`src/rtl/rgn_pkg.sv`:
```
package rgn_pkg;

  typedef enum logic [1:0] {
    ACC_LOAD  = 2'd0,
    ACC_STORE = 2'd1,
    ACC_FETCH = 2'd2,
    ACC_RSVD  = 2'd3
  } acc_e;

  typedef enum logic [2:0] {
    CM_NONE   = 3'd0,
    CM_BYPASS = 3'd1,
    CM_WTHRU  = 3'd2,
    CM_WBACK  = 3'd3,
    CM_ISOL   = 3'd4
  } cmode_e;

  typedef enum logic [1:0] {
    FLT_NONE  = 2'd0,
    FLT_LOAD  = 2'd1,
    FLT_STORE = 2'd2,
    FLT_FETCH = 2'd3
  } flt_e;

  typedef struct packed {
    logic   rd;
    logic   wr;
    logic   ex;
    cmode_e cm;
  } perm_t;

  // Attribute code to rights; xl selects the translating-mode table
  function automatic perm_t decode_attr(input logic [3:0] code, input logic xl);
    perm_t p;
    p = '{rd: 1'b0, wr: 1'b0, ex: 1'b0, cm: CM_NONE};
    case (code)
      4'd0:  p = '{rd: 1'b1, wr: 1'b1, ex: 1'b0, cm: CM_WTHRU};
      4'd1:  p = '{rd: 1'b1, wr: 1'b1, ex: 1'b1, cm: CM_WTHRU};
      4'd2:  p = '{rd: 1'b1, wr: 1'b1, ex: 1'b1, cm: CM_BYPASS};
      4'd3:  p = '{rd: 1'b0, wr: 1'b0, ex: 1'b1, cm: CM_WBACK};
      4'd4:  p = '{rd: 1'b1, wr: 1'b1, ex: 1'b1, cm: CM_WBACK};
      4'd5:  if (xl) p = '{rd: 1'b1, wr: 1'b1, ex: 1'b1, cm: CM_WBACK};
      4'd14: p = '{rd: 1'b1, wr: 1'b1, ex: 1'b0, cm: CM_ISOL};
      default: p = '{rd: 1'b0, wr: 1'b0, ex: 1'b0, cm: CM_NONE};
    endcase
    return p;
  endfunction

  // Required right for an access kind, and the cause when it is missing
  function automatic flt_e check_access(input perm_t p, input acc_e acc);
    flt_e f;
    case (acc)
      ACC_LOAD:  f = p.rd ? FLT_NONE : FLT_LOAD;
      ACC_STORE: f = p.wr ? FLT_NONE : FLT_STORE;
      default:   f = p.ex ? FLT_NONE : FLT_FETCH;
    endcase
    return f;
  endfunction

endpackage

```
`src/rtl/rgn_table.sv`:
```
module rgn_table #(
  parameter int IDX_W    = 3,
  parameter int ATTR_W   = 4,
  parameter int RST_ATTR = 2
) (
  input  logic              clk,
  input  logic              rst_n,
  input  logic              wr_en,
  input  logic [IDX_W-1:0]  wr_idx,
  input  logic [IDX_W-1:0]  wr_base,
  input  logic [ATTR_W-1:0] wr_attr,
  input  logic [IDX_W-1:0]  rd_idx,
  output logic [IDX_W-1:0]  rd_base,
  output logic [ATTR_W-1:0] rd_attr
);
  localparam int NREG = 1 << IDX_W;

  logic [NREG-1:0][IDX_W-1:0]  base_q;
  logic [NREG-1:0][ATTR_W-1:0] attr_q;
  logic [NREG-1:0]             ent_we;

  for (genvar g = 0; g < NREG; g++) begin : g_we
    assign ent_we[g] = wr_en && (wr_idx == IDX_W'(g));
  end

  always_ff @(posedge clk) begin
    for (int i = 0; i < NREG; i++) begin
      if (!rst_n) begin
        base_q[i] <= IDX_W'(i);
        attr_q[i] <= ATTR_W'(RST_ATTR);
      end else if (ent_we[i]) begin
        base_q[i] <= wr_base;
        attr_q[i] <= wr_attr;
      end
    end
  end

  assign rd_base = base_q[rd_idx];
  assign rd_attr = attr_q[rd_idx];
endmodule

```
`src/rtl/rgn_attr_sel.sv`:
```
module rgn_attr_sel #(
  parameter int IDX_W  = 3,
  parameter int ATTR_W = 4
) (
  input  logic                         xlate_en,
  input  logic [IDX_W-1:0]             idx,
  input  logic [ATTR_W-1:0]            tbl_attr,
  input  logic [(ATTR_W<<IDX_W)-1:0]   cattr,
  output logic [ATTR_W-1:0]            attr
);
  logic [ATTR_W-1:0] cattr_field;

  assign cattr_field = cattr[idx*ATTR_W +: ATTR_W];
  assign attr        = xlate_en ? tbl_attr : cattr_field;
endmodule

```
`src/rtl/rgn_perm.sv`:
```
module rgn_perm (
  input  logic       xlate_en,
  input  logic [3:0] attr,
  input  logic [1:0] acc_type,
  output logic       rd_ok,
  output logic       wr_ok,
  output logic       ex_ok,
  output logic [2:0] cache_mode,
  output logic [1:0] fault
);
  import rgn_pkg::*;

  perm_t p;
  flt_e  f;

  always_comb begin
    p = decode_attr(attr, xlate_en);
    f = check_access(p, acc_e'(acc_type));
  end

  assign rd_ok      = p.rd;
  assign wr_ok      = p.wr;
  assign ex_ok      = p.ex;
  assign cache_mode = p.cm;
  assign fault      = f;
endmodule

```
`src/rtl/region_xlate.sv`:
```
module region_xlate #(
  parameter int ADDR_W = 32,
  parameter int IDX_W  = 3,
  parameter int ATTR_W = 4
) (
  input  logic                       clk,
  input  logic                       rst_n,
  input  logic                       xlate_en,
  input  logic [ADDR_W-1:0]          va,
  input  logic [1:0]                 acc_type,
  input  logic                       wr_en,
  input  logic [IDX_W-1:0]           wr_idx,
  input  logic [IDX_W-1:0]           wr_base,
  input  logic [ATTR_W-1:0]          wr_attr,
  input  logic [(ATTR_W<<IDX_W)-1:0] cattr,
  output logic [ADDR_W-1:0]          pa,
  output logic                       rd_ok,
  output logic                       wr_ok,
  output logic                       ex_ok,
  output logic [2:0]                 cache_mode,
  output logic [1:0]                 fault
);
  localparam int OFF_W = ADDR_W - IDX_W;

  // Named internal events for the checker
  logic [IDX_W-1:0]  rgn_idx;
  logic [IDX_W-1:0]  tbl_base;
  logic [ATTR_W-1:0] tbl_attr;
  logic [ATTR_W-1:0] sel_attr;

  assign rgn_idx = va[ADDR_W-1 -: IDX_W];

  rgn_table #(.IDX_W(IDX_W), .ATTR_W(ATTR_W), .RST_ATTR(2)) u_table (
    .clk     (clk),
    .rst_n   (rst_n),
    .wr_en   (wr_en),
    .wr_idx  (wr_idx),
    .wr_base (wr_base),
    .wr_attr (wr_attr),
    .rd_idx  (rgn_idx),
    .rd_base (tbl_base),
    .rd_attr (tbl_attr)
  );

  rgn_attr_sel #(.IDX_W(IDX_W), .ATTR_W(ATTR_W)) u_sel (
    .xlate_en (xlate_en),
    .idx      (rgn_idx),
    .tbl_attr (tbl_attr),
    .cattr    (cattr),
    .attr     (sel_attr)
  );

  rgn_perm u_perm (
    .xlate_en   (xlate_en),
    .attr       (sel_attr),
    .acc_type   (acc_type),
    .rd_ok      (rd_ok),
    .wr_ok      (wr_ok),
    .ex_ok      (ex_ok),
    .cache_mode (cache_mode),
    .fault      (fault)
  );

  assign pa = xlate_en ? {tbl_base, va[OFF_W-1:0]} : va;
endmodule

```
`config.mk`:
```
export PLATFORM = sky130hd
export DESIGN_NAME = region_xlate
export DESIGN_NICKNAME = d
export VERILOG_FILES = /design/src/rtl/rgn_pkg.sv /design/src/rtl/rgn_table.sv /design/src/rtl/rgn_attr_sel.sv /design/src/rtl/rgn_perm.sv /design/src/rtl/region_xlate.sv
export SDC_FILE = /design/constraint.sdc
export NUM_CORES = 1
export LEC_CHECK = 0
export BUFFER_PORTS_ARGS = -buffer_cell sky130_fd_sc_hd__clkbuf_2
export CAP_MARGIN = 40
export CELL_PAD_IN_SITES_DETAIL_PLACEMENT = 2
export CELL_PAD_IN_SITES_GLOBAL_PLACEMENT = 2
export CORE_MARGIN = 1.5
export CORE_UTILIZATION = 25
export CTS_BUF_LIST = sky130_fd_sc_hd__clkbuf_8 sky130_fd_sc_hd__clkbuf_16
export CTS_CLUSTER_DIAMETER = 120
export CTS_CLUSTER_SIZE = 40
export DETAILED_ROUTE_END_ITERATION = 12
export PLACE_DENSITY = 0.85
export SLEW_MARGIN = 10
export SYNTH_ARGS = -nofsm -noshare
export SYNTH_HDL_FRONTEND = slang
export SYNTH_SLANG_ARGS = --single-unit
```
`constraint.sdc`:
```
create_clock -name clk -period 1.6 [get_ports clk]
set_input_delay 0 -clock clk [delete_from_list [all_inputs] [get_ports clk]]
set_output_delay 0 -clock clk [all_outputs]
set_load 0.05 [all_outputs]
```
* Yosys cells after proc, flatten, opt, wreduce, memory -nomap -nowiden
Cells that the tools add are included.
** Word-level totals
- Memory bits (writable) :: 0
- Bits in latches :: 0
- Output and inout bits :: 40
- Flip-flop bits (word level) :: 56
- Memory bits (read-only) :: 0
- Memories kept :: 0
- Input bits :: 80
** Operators by class
- Multipliers :: 0
- Shift-type cells :: 1
- Mux-type cells :: 12
- Bitwise logic cells :: 0
- Reductions and logical operators :: 11
- Div/mod/pow operators :: 0
- $add $sub $neg :: 0
- Equality and inequality tests :: 14
- $lt $le $gt $ge :: 1
** Operators with widths (count)
- $pmux W6 S7 :: 1
- $mux W32 :: 1
- $shiftx A32 B6 Y4 :: 1
- $bmux W4 S3 :: 1
- $eq A3 B3 Y1 const B :: 4
- $bmux W3 S3 :: 1
- $eq A4 B2 Y1 const B :: 2
- $eq A4 B3 Y1 const B :: 2
- $logic_and A1 B1 Y1 :: 8
- $mux W4 :: 2
- $eq A3 B2 Y1 const B :: 2
- $mux W6 :: 1
- $eq A4 B1 Y1 const B :: 1
- $eq A4 B4 Y1 const B :: 1
- $logic_not A4 Y1 :: 1
- $lt A3 B4 Y1 const B :: 1
- $mux W2 :: 2
- $pmux W2 S2 :: 1
- $eq A3 B1 Y1 const B :: 1
- $logic_not A3 Y1 :: 1
- $mux W3 :: 1
- $eq A2 B1 Y1 const B :: 1
- $logic_not A2 Y1 :: 1
- $mux W1 :: 1

* Logic depth before layout (Yosys ltp)
Gate-level depths: netlist (run 1).
- Depth after elaboration :: 7
- Gate-level depth with buffers :: 9

* Modules after synthesis
A second synthesis (run 1) with hierarchy kept.
** Unflattened totals
- Cells, all modules :: 315
- Area, all modules :: 3329.4 sq um
** By module, submodules not included
- rgn_table :: area each 2626.3 sq um, cells an instance 230, instances 1
- rgn_attr_sel :: area each 316.6 sq um, cells an instance 30, instances 1
- region_xlate :: area each 251.5 sq um, cells an instance 32, instances 1
- rgn_perm :: area each 135.1 sq um, cells an instance 23, instances 1

* Least setup slack after synthesis (run 1)
No wires, ideal clock.
- Path kind :: flip-flop to output port
- From :: register u_table.attr_q[24] (netlist bit)
- To :: output port fault[1]
- Path buffers :: 0
- Cell stages (with the launch flop) :: 8
- Required time :: 1600 ps
- Slack :: -1587 ps
- Arrival time :: 3187 ps
- Cell sequence :: dfxtp_1 mux4_2 a2bb2oi_1 and3_1 o21bai_1 nor4_2 a211o_1 o21ai_1
** On the way
- Word-level cells in the longest chain between the ends :: 7
- Elaborated cells between the ends (all ways) :: 14
** Ends and longest elaborated chain
- start: declaration :: RTL line rgn_table.sv:19 : logic [NREG-1:0][ATTR_W-1:0] attr_q;
- start signal: indexed assignment :: RTL line rgn_table.sv:30 : attr_q[i] <= ATTR_W'(RST_ATTR);
- start signal: indexed assignment :: RTL line rgn_table.sv:33 : attr_q[i] <= wr_attr;
- $bmux W4 S3 * :: RTL line rgn_table.sv:39 : assign rd_attr = attr_q[rd_idx];
- $mux W4 (implied by the code) * :: RTL line rgn_table.sv:39
- $mux W4 * :: RTL line rgn_attr_sel.sv:14 : assign attr = xlate_en ? tbl_attr : cattr_field;
- $eq A4 B4 Y1 (tied with other cells) :: RTL line rgn_pkg.sv:36 : case (code)
- $pmux W6 S7 * :: RTL line rgn_pkg.sv:36
- $mux W2, on equally long branches :: RTL line rgn_pkg.sv:55, rgn_pkg.sv:54
- $pmux W2 S2 * :: RTL line rgn_pkg.sv:52 : case (acc)
- end: declaration :: RTL line region_xlate.sv:21 : output logic [1:0] fault
Every way passes the cells marked *; elsewhere a longest branch is shown, timed or not. The select of a mux whose other input is x is not followed.

* Final worst setup path (run 1)
- From :: register u_table.attr_q[24] (netlist bit)
- To :: output port fault[0]
** On the way
- Word-level cells in the longest chain between the ends :: 7
- Elaborated cells between the ends (all ways) :: 14
** Ends and longest elaborated chain (RTL line)
- $bmux W4 S3 * :: rgn_table.sv:39
- $mux W4 (implied by the code) * :: rgn_table.sv:39
- $mux W4 * :: rgn_attr_sel.sv:14
- $eq A4 B4 Y1 (tied with other cells) :: rgn_pkg.sv:36
- $pmux W6 S7 * :: rgn_pkg.sv:36
- $mux W2 or $mux W1 (tied branches) :: rgn_pkg.sv:55, rgn_pkg.sv:53
- $pmux W2 S2 * :: rgn_pkg.sv:52
Marks and branches as above.

==> flow_metrics.py, run 1 <==
metrics = {
    "logic_synthesis": {
        "synth_area_leader_cell": "dfxtp_1",
        "yosys-top-cells-area": "dfxtp_1 35%, nand2_1 14%, mux4_2 9.1%, a21boi_0 8.4%, buf_4 7.2%",
        "synthSimpleGateAreaFrac_pct": 23.35,
        "synth.most_common_cell": "nand2_1",
        "syn_nets": 470,
        "synth_cell_type_count": 36,
        "synth_top_family_by_area": "simple AND/OR/NAND/NOR gates",
        "synth_cells": 390,
        "synthArstFlopShare_pct": 0,
        "synth-edff-count": 0,
        "ys.flop_type": "dfxtp_1",
        "synthTopCellsByCount": "123 x nand2_1, 56 x dfxtp_1, 36 x a21boi_0, 31 x buf_4, 25 x nand3_1",
        "synth_area_per_cell_um2": 8.271,
        "synthAdderAreaFrac_pct": 0,
        "muxShareOfSynthArea_pct": 14.66,
        "synth_xor_area_share_pct": 0,
        "seq_area_frac_synth_pct": 34.76,
        "synth_top_area_share_pct": 34.76,
        "synth-seq-cells": 56,
        "synthesis.area_mm2": 0.003226,
        "yosysWarnings": 0,
        "synth_compound_area_share_pct": 16.37,
    },
    "route": {
        "wl_per_cell_um": 19.50,
        "ant_nets": 0,
        "drtIter0Drc": 99,
        "drt_wl_total_mm": 12.35,
        "via_per_inst": 4.943,
        "route.detailed.drc": 0,
        "via_count": 3129,
        "first_pass_iters": 4,
    },
    "sta": {
        "hold_viol_final": 0,
        "fin_crit_sh_pct": 147.5,
        "timing.slew.headroom_pct": 64.41,
        "period_needed_ns": 2.360,
        "finalWorstSetupSlack_ns": -0.7602,
        "rsz0062_at_grt": "yes",
        "tns_ns": -5.343,
        "fmax_ghz": 0.4237,
        "skew_ns": 0,
        "slew_viol_final": 0,
        "setup_viol": 8,
        "worstMarginPinSlew_ns": 0.5324,
    },
    "setup_path": {
        "required_ns": 1.60,
        "cp-start-kind": "flop",
        "startpoint": "u_table.attr_q[24]$_SDFFE_PN0P_",
        "crit_family": "compound AO/OA/AOI/OAI gates",
        "arrival_ns": 2.36,
        "critical-path-max-stage-delay_ns": 0.48,
        "cp_max_fo": 4,
        "slowest_stage": "mux4_2",
        "path_common_cell": "o31ai_4",
        "critPathCaptureType": "output pin",
        "worst-path-buf-inv": 1,
        "cp_cell_sequence": "mux4_2, a2bb2oi_1, and3_4, o21ba_4, a221oi_4, o31ai_4, o31ai_4, buf_8",
        "crit_type": "reg2out",
        "worstReg2RegStart": "u_table.attr_q[23]$_SDFFE_PN0P_",
    },
    "finish": {
        "diodes": 0,
        "drive_above_1_share_pct": 35.36,
        "syn_to_final_growth_pct": 33.20,
        "fill_cells": 1452,
        "final_nets": 540,
    },
    "power": {
        "p_leak_uw": 0.001779,
        "power.density_mw_per_mm2": 846.6,
        "max-vdd-ir-drop_mv": 0.5324,
    },
    "floorplanning": {
        "die_h_um": 116.6,
        "start_util_pct": 25.56,
        "die_width_um": 116.6,
        "dieArea_mm2": 0.01359,
        "core_mm2": 0.01262,
        "row_count": 41,
        "io_pins": 120,
    },
    "clocking": {
        "clock_sinks": 56,
        "clockBufferDepth": 2,
        "cts_root_buffer": "clkbuf_16",
        "htreeDepth": 2,
        "clock_latency_ns": 0.29,
        "numCtsBuffers": 5,
        "clk_pin_slew_ns": 0.07,
        "cts_tree": "built",
        "holdBufCountCts": 0,
    },
    "flow_run": {
        "drv_cap": 0,
    },
    "grt": {
        "grt_overflow": 0,
        "grt_usage_pct": 18.71,
        "antenna_found_initial": 0,
        "grt_pass1_wl_mm": 19.08,
        "grt_start_max_net_pins": 57,
        "grt_pass1_vias": 3595,
    },
    "placed_design": {
        "dp_slack_ns": -0.7463,
        "gp_congestion": 0.7891,
        "dpl.hpwl_mm": 9.094,
        "numPortBuffers": 61,
    },
    "worst_hold_path": {
        "hp-class": "in2out",
        "hold_start": "va[23]",
    },
    "status": {
        "status": "finished, violations left",
        "violations": "negative setup slack",
    },
}
metrics by stage:
step	hold WS, ns	power (µW)	utilization (%)	std cells	cell area, µm²
6_report	0.00002195	3638	34.05	633	4297
4_1_cts	0.0003409	3624	33.81	632	4267
3_5_place_dp	0.0003409	2380	31.34	621	3955
2_1_floorplan	0.1269	2248	-	390	3338
3_3_place_gp	0.0003409	2330	31.34	621	3955
5_1_grt	0.00007185	3793	34.05	633	4297
worst register-to-register path: stages, from the launching register on:
cell	delay, ns
dfxtp_1	0.36
buf_4	0.11
nand2_1	0.05
a21boi_0	0.36
metal layers:
metal / global-route usage, % / wire length [µm] / vias to the layer above / part of all wire, %
li1: - / - / 1452 / -
met1: 20.08 / 4716 / 1564 / 38
met2: 37.92 / 6793 / 99 / 55
met3: 3.010 / 655 / 14 / 5.3
met4: 4.257 / 180 / 0 / 1.5
met5: 0 / 0 / - / 0
worst paths after layout:
path | depth (start not counted) | slack [ns] | endpoint
hold / removal | 0 | 0.00002 | pa[23]
hold reg to reg | 2 | 0.47 | u_table.base_q[9]$_SDFFE_PN1P_
setup / recovery | 8 | -0.76 | fault[0]
setup reg to reg | 3 | 0.59 | u_table.attr_q[23]$_SDFFE_PN0P_
what timing repair did:
item / 4_1_cts / 5_1_grt
pin swaps: 10 / 3
setup endpoints to repair: 10 / 11
gates resized for setup: 31 / 14
buffers inserted: 4 / 1
where the power goes:
part | leakage [µW] | internal (µW) | switching, µW
clock | 0.0000743 | 620 | 526
sequential | 0.000455 | 1430 | 19.8
combinational | 0.00125 | 467 | 575
total | 0.00178 | 2520 | 1120
logic make-up after synthesis:
family                 count (synthesis)
AND/OR/NAND/NOR                      177
flip-flops                            56
buffers and inverters                 57
AO/OA/AOI/OAI                         69
multiplexers                          31
registers in the layout, indices dropped and copies added, names as in the netlist:
register,flops
u_table.base_q,24
u_table.attr_q,32
cells in the final DEF, fill, tap and decap left out, types with 5 or more instances in the layout:
cell type and n:
nor2b_1 6, a22oi_1 6, nor2_1 9, a21boi_0 36, buf_8 7, nand2_1 121, clkbuf_16 5, nand3_1 25
buf_4 50, dfxtp_1 54, mux2i_1 18, clkbuf_2 49, mux4_2 13
area by class of cell:
type	instances	area, µm²	share of cell area, %
inverters	3	11.26	0.2621
well taps	172	215.2	5.009
multi-input cells	277	1919	44.67
clock inverters	2	11.26	0.2621
clock buffers	6	138.9	3.232
repair buffers	117	877.1	20.41
flip-flops and latches	56	1124	26.15
Note: power is estimated with default switching activity, not from simulation.
==> run 2: changes to the inputs <==
ABC_AREA = 1   (was unset)
CORE_UTILIZATION = 23   (was 25)
==> flow_metrics.py, run 2 <==
metrics = {
    "route": {
        "via_count": 3603,
        "first_pass_iters": 4,
        "routed.top_layer": "met4",
        "drt_wl_total_mm": 12.54,
        "met2_length_mm": 6.686,
        "via_per_inst": 4.741,
        "ant_nets": 0,
        "route.detailed.drc": 0,
        "wl_met1_mm": 5.319,
        "drtIter0Drc": 89,
        "wl_per_cell_um": 16.50,
        "met3WireLength_um": 429,
    },
    "clocking": {
        "clock_latency_ns": 0.30,
        "cts_tree": "built",
        "clock_sinks": 56,
        "clockBufferDepth": 2,
        "clk_pin_slew_ns": 0.08,
        "cts_root_buffer": "clkbuf_16",
        "holdBufCountCts": 0,
        "htreeDepth": 2,
        "numCtsBuffers": 5,
    },
    "sta": {
        "fmax_ghz": 0.5452,
        "timing.slew.headroom_pct": 70.96,
        "worstMarginPinSlew_ns": 0.4352,
        "setup_viol": 8,
        "finalWorstSetupSlack_ns": -0.2342,
        "skew_ns": 0,
        "timing.hold.ws_ns": 0.00001895,
        "slew_viol_final": 0,
        "fin_crit_sh_pct": 114.6,
        "hold_viol_final": 0,
        "rsz0062_at_grt": "yes",
        "period_needed_ns": 1.834,
    },
    "finish": {
        "diodes": 0,
        "top_regs": "u_table.attr_q (32), u_table.base_q (24)",
        "stdcell_count": 760,
        "syn_to_final_growth_pct": 22.82,
        "final_nets": 659,
        "final_cell_area_mm2": 0.004128,
        "largest_reg_flops": 32,
        "layout_commonest_cell": "nand2_1",
        "final_cell_mix": "133 x nand2_1, 65 x nor2_1, 52 x clkbuf_2, 50 x inv_1",
        "regMostFlops": "u_table.attr_q",
        "drive_above_1_share_pct": 25.69,
    },
    "floorplanning": {
        "die_h_um": 123.9,
        "dieArea_mm2": 0.01535,
        "io_pins": 120,
        "start_util_pct": 23.84,
        "row_count": 43,
        "die_width_um": 123.9,
        "core_mm2": 0.01410,
    },
    "setup_path": {
        "required_ns": 1.60,
        "slowest_stage": "dfxtp_2",
        "path_common_cell": "nand2_1",
        "startpoint": "u_table.attr_q[3]$_SDFFE_PN0P_",
        "worst-path-buf-inv": 3,
        "r2r_cells": 3,
        "critPathCaptureType": "output pin",
        "cp_cell_sequence": "inv_2, nand2_1, nand3_1, nand2_1, nand2_1, nand2_1, clkinv_2, nand2_4, a21oi_4, nand2_4, nand4_1, nand2_1, buf_8",
        "critical-path-max-stage-delay_ns": 0.33,
        "cp.depth": 13,
        "arrival_ns": 1.83,
        "crit_type": "reg2out",
        "worstReg2RegStart": "u_table.attr_q[17]$_SDFFE_PN1P_",
        "cp-start-kind": "flop",
        "crit_family": "simple AND/OR/NAND/NOR gates",
        "cp_max_fo": 7,
    },
    "placed_design": {
        "gp_congestion": 0.8883,
        "placedInstanceArea_mm2": 0.003765,
        "dp_cells": 749,
        "dp_slack_ns": -0.09822,
        "dpl.hpwl_mm": 9.521,
        "numPortBuffers": 61,
    },
    "grt": {
        "grt_overflow": 0,
        "grt_pass1_vias": 3883,
        "grt_pass1_wl_mm": 19.84,
        "grt_usage_pct": 16.79,
        "antenna_found_initial": 0,
        "grt_start_max_net_pins": 57,
    },
    "logic_synthesis": {
        "synthArstFlopShare_pct": 0,
        "synth_top_area_share_pct": 33.36,
        "synth.most_common_cell": "nand2_1",
        "synth-edff-count": 0,
        "synth_cell_type_count": 26,
        "ys.flop_type": "dfxtp_1",
        "synthTopCellsByCount": "138 x nand2_1, 69 x nor2_1, 60 x inv_1, 56 x dfxtp_1",
        "synth_area_leader_cell": "dfxtp_1",
        "yosys-top-cells-area": "dfxtp_1 33%, nand2_1 15%, nor2_1 7.7%, nand3_1 7.1%, o21ai_0 7.1%",
        "syn_nets": 619,
        "synthesis.area_mm2": 0.003361,
        "seq_area_frac_synth_pct": 33.36,
        "synth-seq-cells": 56,
        "synth_cells": 539,
        "synth_area_per_cell_um2": 6.235,
        "yosysWarnings": 0,
    },
    "power": {
        "p_leak_uw": 0.002026,
        "max-vdd-ir-drop_mv": 0.3842,
        "power.density_mw_per_mm2": 873.8,
        "p_total_uw": 3607,
    },
    "status": {
        "status": "finished, violations left",
        "violations": "negative setup slack",
    },
    "worst_hold_path": {
        "min_path_cells": 0,
        "hold_start": "va[10]",
        "hp-class": "in2out",
    },
    "flow_run": {
        "drv_cap": 0,
    },
}
## run 2: area by class of cell
class                   instances  area [µm²]
multi-input cells             360        1722
flip-flops and latches         56        1131
well taps                     180       225.2
fillers                      1719        9968
inverters                      70       266.5
repair buffers                 86       634.4
clock inverters                 3       23.77
clock buffers                   5       125.1
## run 2: final timing paths
kind                                           to  slack [ns]
setup / recovery                         fault[0]       -0.23
hold / removal                             pa[10]     0.00002
setup reg to reg  u_table.attr_q[17]$_SDFFE_PN1P_        0.87
hold reg to reg   u_table.attr_q[24]$_SDFFE_PN0P_        0.46
## run 2: layer usage
metal | vias up | global-route usage [%]
met5 | - | 0
met4 | 0 | 3.017
met3 | 11 | 2.427
met2 | 56 | 32.04
met1 | 1795 | 19.93
li1 | 1741 | -
## run 2: report_power, final
part	internal, µW	switching [µW]	total, µW	leakage (µW)
clock	585	569	1150	0.0000660
combinational	362	623	984	0.00150
sequential	1440	24.6	1470	0.000456
total	2390	1220	3610	0.00203
## run 2: timing repair
action / CTS / global route
resized for setup: 41 / 27
setup buffers: 2 / 1
setup endpoints to repair: 8 / 8
pin swaps: 14 / 11
## run 2: logic make-up (layout without fill, tap and decap cells)
logic type             after synthesis  count (layout)  share of synthesized area [%]
buffers and inverters              123             164                          18.65
DFF                                 56              56                          33.36
and+or+nand+nor                    269             269                          33.25
AOI/OAI and AO/OA                   91              91                          14.74
## run 2: metrics by stage
stage	TNS (ns)	util [%]
after floorplan	0	-
after global placement	0	26.71
after detailed placement	-0.1742	26.71
after CTS	-1.255	28.62
after global routing	-2.398	29.28
final	-1.330	29.28
